**config.mk**
```make
export PLATFORM = sky130hd
export DESIGN_NAME = wdt_top
export DESIGN_NICKNAME = d
export VERILOG_FILES = /design/src/rtl/wdt_pkg.sv /design/src/rtl/wdt_prescaler.sv /design/src/rtl/wdt_counter.sv /design/src/rtl/wdt_pulse.sv /design/src/rtl/wdt_top.sv
export SDC_FILE = /design/constraint.sdc
export NUM_CORES = 1
export LEC_CHECK = 0
export CAP_MARGIN = 20
export CORE_MARGIN = 10
export CORE_UTILIZATION = 59
export DETAILED_ROUTE_END_ITERATION = 8
export GPL_TIMING_DRIVEN = 0
export MAX_ROUTING_LAYER = met4
export PLACE_DENSITY = 0.82
export SETUP_SLACK_MARGIN = 0.5
export SYNTH_ARGS = -nofsm -noshare
export SYNTH_HDL_FRONTEND = slang
export SYNTH_SLANG_ARGS = --single-unit
```
**constraint.sdc**
```tcl
create_clock -name clk -period 3.1 [get_ports clk]
set_input_delay 0.775 -clock clk [delete_from_list [all_inputs] [get_ports clk]]
set_output_delay 0.775 -clock clk [all_outputs]
set_load 0.01 [all_outputs]
```
**src/rtl/wdt_pkg.sv**
```systemverilog
package wdt_pkg;
  typedef struct packed {
    logic       en;
    logic [6:0] cnt;
  } wdt_ctrl_t;

  localparam logic [6:0] CNT_RESET  = 7'h7F;
  localparam logic [6:0] CNT_EXPIRE = 7'h40;
endpackage

```
**src/rtl/wdt_prescaler.sv**
```systemverilog
module wdt_prescaler #(
  parameter int unsigned DIV = 65536
) (
  input  logic clk,
  input  logic rst_n,
  input  logic clr_i,
  output logic tick_o
);
  localparam int unsigned W      = (DIV > 2) ? $clog2(DIV) : 1;
  localparam int unsigned LAST_I = DIV - 1;
  localparam logic [W-1:0] LAST  = LAST_I[W-1:0];

  logic [W-1:0] cnt_q, cnt_d;

  assign tick_o = (cnt_q == LAST);

  always_comb begin
    cnt_d = cnt_q;
    if (clr_i || tick_o) cnt_d = '0;
    else                 cnt_d = cnt_q + 1'b1;
  end

  always_ff @(posedge clk or negedge rst_n) begin
    if (!rst_n) cnt_q <= '0;
    else        cnt_q <= cnt_d;
  end
endmodule

```
**src/rtl/wdt_counter.sv**
```systemverilog
module wdt_counter
  import wdt_pkg::*;
(
  input  logic      clk,
  input  logic      rst_n,
  input  logic      tick_i,
  input  logic      strap_i,
  input  logic      wr_i,
  input  wdt_ctrl_t wr_data_i,
  output wdt_ctrl_t ctrl_o,
  output logic      fire_o
);
  logic [6:0] cnt_q, cnt_d;
  logic       en_q, en_d;
  logic       en_eff;

  assign en_eff = en_q | strap_i;

  always_comb begin
    cnt_d  = cnt_q;
    en_d   = en_q;
    fire_o = 1'b0;
    if (wr_i) begin
      cnt_d  = wr_data_i.cnt;
      en_d   = en_q | wr_data_i.en;
      fire_o = (en_eff | wr_data_i.en) & ~wr_data_i.cnt[6];
    end else if (tick_i) begin
      cnt_d  = cnt_q - 7'd1;
      fire_o = en_eff & (cnt_q == CNT_EXPIRE);
    end
  end

  always_ff @(posedge clk or negedge rst_n) begin
    if (!rst_n) begin
      cnt_q <= CNT_RESET;
      en_q  <= 1'b0;
    end else begin
      cnt_q <= cnt_d;
      en_q  <= en_d;
    end
  end

  assign ctrl_o.en  = en_eff;
  assign ctrl_o.cnt = cnt_q;
endmodule

```
**src/rtl/wdt_pulse.sv**
```systemverilog
module wdt_pulse #(
  parameter int unsigned PULSE = 240
) (
  input  logic clk,
  input  logic rst_n,
  input  logic fire_i,
  output logic req_n_o
);
  localparam int unsigned W   = $clog2(PULSE + 1);
  localparam logic [W-1:0] LEN = PULSE[W-1:0];

  logic [W-1:0] left_q, left_d;

  always_comb begin
    left_d = left_q;
    if (left_q != '0) left_d = left_q - 1'b1;
    else if (fire_i)  left_d = LEN;
  end

  always_ff @(posedge clk or negedge rst_n) begin
    if (!rst_n) left_q <= '0;
    else        left_q <= left_d;
  end

  assign req_n_o = (left_q == '0);
endmodule

```
**src/rtl/wdt_top.sv**
```systemverilog
module wdt_top
  import wdt_pkg::*;
#(
  parameter int unsigned DIV   = 65536,
  parameter int unsigned PULSE = 240
) (
  input  logic       clk,
  input  logic       rst_n,
  input  logic       hw_en_i,
  input  logic       wr_en_i,
  input  logic [7:0] wr_data_i,
  output logic [7:0] rd_data_o,
  output logic       rst_req_n_o
);
  logic      tick;
  logic      fire;
  wdt_ctrl_t ctrl;

  wdt_prescaler #(.DIV(DIV)) u_pre (
    .clk   (clk),
    .rst_n (rst_n),
    .clr_i (wr_en_i),
    .tick_o(tick)
  );

  wdt_counter u_cnt (
    .clk      (clk),
    .rst_n    (rst_n),
    .tick_i   (tick),
    .strap_i  (hw_en_i),
    .wr_i     (wr_en_i),
    .wr_data_i(wdt_ctrl_t'(wr_data_i)),
    .ctrl_o   (ctrl),
    .fire_o   (fire)
  );

  wdt_pulse #(.PULSE(PULSE)) u_pls (
    .clk    (clk),
    .rst_n  (rst_n),
    .fire_i (fire),
    .req_n_o(rst_req_n_o)
  );

  assign rd_data_o = ctrl;
endmodule

```
* Word level (Yosys, flattened, before mapping)
Cells that the tools add are included.
** Word-level totals
- Bits in registers :: 32
- Input bits :: 12
- Output and inout bits :: 9
- Logic and storage cells :: 27
** Operators by class
- Add/sub/neg operators :: 3
- Eq/ne operators :: 2
- Multiplexer cells :: 7
- Bitwise gates (word level) :: 6
- Reduce and logical (&&, ||, !) cells :: 5
** Operators with widths (count)
- 16-bit by 1-bit adder with 16-bit output (second input constant) :: 1
- 16-bit == test (second input constant) :: 1
- 16-bit two-way mux :: 1
- 8-bit two-way mux :: 2
- 7-bit two-way mux :: 2
- 8-bit zero test :: 1
- 8-bit nonzero test :: 1
- 8-bit by 1-bit subtractor with 8-bit output (second input constant) :: 1
- 7-bit == test (second input constant) :: 1
- 7-bit by 1-bit subtractor with 7-bit output (second input constant) :: 1
- 2-bit nonzero test :: 2
- 1-bit bitwise OR :: 3
- 1-bit AND :: 2
- 1-bit two-way mux :: 2
- 1-bit logical OR :: 1
- 1-bit inverter :: 1

* Logic depth before layout (Yosys ltp)
- Depth in word-level cells :: 6
- Mapped depth :: 6
- Mapped depth without buffers :: 6

* By module
A second synthesis with hierarchy kept.
** Unflattened totals
- Cell total of the unflattened synthesis :: 173
- Area total of the unflattened synthesis :: 1741.7 um^2
** By module, submodules not included
- wdt_prescaler :: times used 1, cells each 78, area each 823.3 um^2, seq. area each 400.4 um^2
- wdt_counter :: times used 1, cells each 51, area each 484.2 um^2, seq. area each 209.0 um^2
- wdt_pulse :: times used 1, cells each 44, area each 434.2 um^2, seq. area each 200.2 um^2

* Worst setup path after synthesis
Ideal clock, no wire load.
- Path type :: reg-to-output
- Start :: register u_pls.left_q[0]
- End :: output rst_req_n_o
- Arrival :: 1.582 ns
- Data required time :: 2.325 ns
- Slack :: 0.743 ns
- Stages on the path, launching flop included :: 5
- Buffers on the path :: 0
- Path through :: dfrtp_1 > inv_1 > ha_1 > or4b_2 > nor2_1
** On the way
- Longest elaborated chain between the ends :: 1
** RTL lines
- from (decl) :: RTL line wdt_pulse.sv:12 : logic [W-1:0] left_q, left_d;
- from (signal assigned) :: RTL line wdt_pulse.sv:22 : else left_q <= left_d;
- 8-bit zero test :: RTL line wdt_pulse.sv:25 : assign req_n_o = (left_q == '0);
- to (decl) :: RTL line wdt_top.sv:13 : output logic rst_req_n_o
Every way passes these cells.

* Worst setup path after layout
- Start :: input hw_en_i
- End :: output rd_data_o[7]
** On the way
- Longest elaborated chain between the ends :: 1
** RTL lines
- from (decl) :: RTL line wdt_top.sv:9 : input logic hw_en_i,
- 1-bit bitwise OR :: RTL line wdt_counter.sv:17 : assign en_eff = en_q | strap_i;
- to (decl) :: RTL line wdt_top.sv:12 : output logic [7:0] rd_data_o,
Every way passes these cells.

==> Implementation_results.wiki <==
{| class="wikitable"
! Metric !! Value
|-
| Number of standard cells in the layout, taps in and fillers out || 242
|-
| Layout Cell Area excl Fill || 2078 um2
|-
| Critical path peak fanout || 2
|-
| Setup Viol. Count Final || 0
|-
| Path category of the worst min-delay check || reg -> reg
|-
| Warnings, synthesis || 0
|-
| H-tree depth reported by CTS || 2
|-
| Total I/O pin count || 21
|-
| Clock transition at path regs || 0.09 ns
|-
| Most instantiated flip-flop cell in the synthesis netlist || sky130_fd_sc_hd__dfrtp_1
|-
| Kind of capture point of the worst setup path || output port
|-
| Depth of the most critical reg-to-reg path || 5
|-
| Clock network latency to the later pin of the worst-skew pair || 0.34 ns
|-
| DIE HEIGHT || 73.61 um
|-
| Worst vdd ir || 0.5625 mV
|-
| Final cycle utilization of the critical path || 0.8291
|-
| WP data arrival || 1.80 ns
|-
| Fin Hold WS || 0.4944 ns
|-
| Average cell area after synthesis || 9.525 um2
|-
| RSZ-0062 raised after global routing || false
|-
| Max Root-Sink Buffers || 2
|-
| Peak Freq || 389.1 MHz
|-
| Hold-fix buffer count after cts || 0
|-
| Portion of synthesized cell area occupied by the leading cell type || 0.3690
|-
| Flops & latches, synth || 32
|-
| CTS Root Cell || sky130_fd_sc_hd__clkbuf_4
|-
| Clock buffers created by TritonCTS || 5
|-
| Cell area after technology mapping || 1695 um2
|-
| Commonest cells in the synthesized netlist || sky130_fd_sc_hd__nor2_1 (27), sky130_fd_sc_hd__dfrtp_1 (25), sky130_fd_sc_hd__xnor2_1 (11), sky130_fd_sc_hd__nand2_1 (10), sky130_fd_sc_hd__inv_1 (8)
|-
| FFs w/ async S/R, synth || 1.000
|-
| Type of origin of the critical path || input pin
|-
| Via count || 1400
|-
| Routed len/inst || 14.79 um
|-
| Time the final worst path needs with I/O delays and setup || 2.570 ns
|-
| Count of final hold-check violations || 0
|-
| EDFF count, synth || 0
|-
| Post-placement cell count || 230
|-
| Ratio of cells with drive above 1 in the final layout || 0.1564
|-
| Number of nets in the final layout || 227
|-
| Leakage power figure || 0.8259 nW
|-
| Number of distinct library cells after synthesis || 38
|-
| Number of vias per cell || 5.785
|-
| Required time reported for the critical path endpoint || 2.32 ns
|-
| Transition time at the pin with the least slew margin || 0.7095 ns
|-
| Total track usage || 0.1472
|-
| Largest net degree at the start of global routing || 20
|-
| Drt first pass iters || 4
|-
| Starting DRT DRC Count || 50
|-
| Power density over the cells || 549.0 nW/um2
|-
| Worst hold path stage count || 1
|-
| Clock tree sinks || 32
|-
| ANT nets after route || 0
|-
| Layout Skew || 0.005208 ns
|-
| Area delta synth->final || 22.58%
|-
| Global placer's final weighted congestion || 0.8718
|-
| Global-route wire length before repair || 6141 um
|-
| Post-synthesis instance total || 178
|-
| Max-slew violations || 0
|-
| Die Footprint || 5418 um2
|-
| Cell taking the most area after synthesis || sky130_fd_sc_hd__dfrtp_1
|-
| Sum of routed wire length over all layers || 3579 um
|-
| Dominant cell by count in the synthesized netlist || sky130_fd_sc_hd__nor2_1
|-
| Number of maximum-capacitance constraint violations || 0
|-
| Portion of the post-synthesis area used by sequential elements || 0.4775
|-
| Initial cell density of the core || 0.6148
|-
| Max-slew headroom || 0.5255
|-
| Final worst setup slack || 0.5297 ns
|-
| Die outline width || 73.61 um
|-
| Core outline area || 2758 um2
|-
| Total global routing overflow || 0
|-
| Total Negative Setup Slacks || 0 ns
|-
| DP Worst Slack || 0.05610 ns
|-
| Number of global-route vias before repair || 1381
|-
| Initial antenna violation count || 0
|-
| Buffers on Ports || 20
|-
| Synthesized Nets || 195
|-
| Status || finished, final reports clean
|-
| Final routed DRC violation total || 0
|-
| Std-Cell Rows || 19
|-
| Type of the worst setup path || in -> out
|-
| Detailed-placement wirelength estimate || 2690 um
|-
| Leading cell types by total area after synthesis || sky130_fd_sc_hd__dfrtp_1 (37%), sky130_fd_sc_hd__dfstp_2 (11%), sky130_fd_sc_hd__nor2_1 (6.0%), sky130_fd_sc_hd__xnor2_1 (5.7%), sky130_fd_sc_hd__ha_1 (3.7%)
|-
| CTS tree || built
|-
| Antenna Diode Count || 0
|-
| Cell area after placement || 1962 um2
|}
layout make-up:
type	instances	area (um2)
fill	195	679.4
timing repair buffer	25	254.0
clock inverter	2	35.03
clock buffer	6	41.29
buffer	4	20.02
inverter	9	33.78
tap	31	38.79
multi-input combinational	133	845.8
sequential	32	809.5
power by group:
part	leakage [nW]	internal [W]	switching (W)
registers	0.399	0.000490	0.0000653
logic	0.385	0.000144	0.000132
clock network	0.0422	0.000169	0.000140
metal layers:
metal  GRT usage  up-vias  part of all wire
met5           -        -                 0
met4     0.07039        0             0.021
met3     0.04172       11             0.049
met2      0.2339       25              0.49
met1      0.1665      660              0.44
li1            -      704                 -
registers in the layout, indices dropped and copies added, names as in the netlist:
register / count
u_pre.cnt_q: 16
u_pls.left_q: 8
u_cnt.cnt_q: 7
u_cnt.en_q: 1
worst paths after layout:
kind | startpoint | end | slack, ns
min in group asynchronous | rst_n | u_pre.cnt_q[12] | 0.86
max | hw_en_i | rd_data_o[7] | 0.53
max in group asynchronous | rst_n | u_cnt.cnt_q[5] | 1.63
min | u_cnt.en_q | u_cnt.en_q | 0.49
max reg2reg | u_pre.cnt_q[0] | u_pls.left_q[0] | 0.88
min reg2reg | u_cnt.en_q | u_cnt.en_q | 0.49
metrics by stage:
step                      power (W)    util
after floorplan           0.0007092       -
after global placement    0.0007772  0.7015
after detailed placement  0.0008044  0.7114
after CTS                  0.001134  0.7505
after global routing       0.001214  0.7536
final                      0.001141  0.7536
cells by family after synthesis:
group | Yosys count | synth area share
and+or+nand+nor | 84 | 0.2657
DFF | 32 | 0.4775
AOI/OAI and AO/OA | 28 | 0.1055
xor gates and xnor gates | 16 | 0.08265
buffers and inverters | 13 | 0.03173
adders and majority gates | 5 | 0.03690
critical path: stages:
cell and delay (ns):
sky130_fd_sc_hd__clkdlybuf4s50_1 0.42, sky130_fd_sc_hd__or2_4 0.26, sky130_fd_sc_hd__buf_4 0.13, sky130_fd_sc_hd__clkdlybuf4s15_2 0.21
repair_timing:
| item | CTS | global route |
|---|---|---|
| gates resized for setup | 10 | 2 |
| setup buffers | 2 | 2 |
| cloned | 0 | 0 |
| pin swaps | 1 | 0 |
| endpoints found under the setup margin | 2 | 1 |
cells in the final DEF (no fill, tap or decap), drive strengths merged, types with 4 or more instances in the layout:
cell type / Yosys / final
a21oi: 7 / 7
buf: 2 / 8
clkbuf: 2 / 8
clkdlybuf4s50: 0 / 18
dfrtp: 25 / 25
dfstp: 7 / 7
ha: 5 / 5
inv: 8 / 8
nand2: 10 / 10
nand3: 6 / 6
nand4: 8 / 8
nor2: 27 / 27
nor3: 5 / 5
nor4: 6 / 6
o21ai: 7 / 7
or3: 6 / 6
or4: 4 / 4
xnor2: 11 / 11
xor2: 5 / 5
Note: power is estimated with default switching activity, not from simulation.
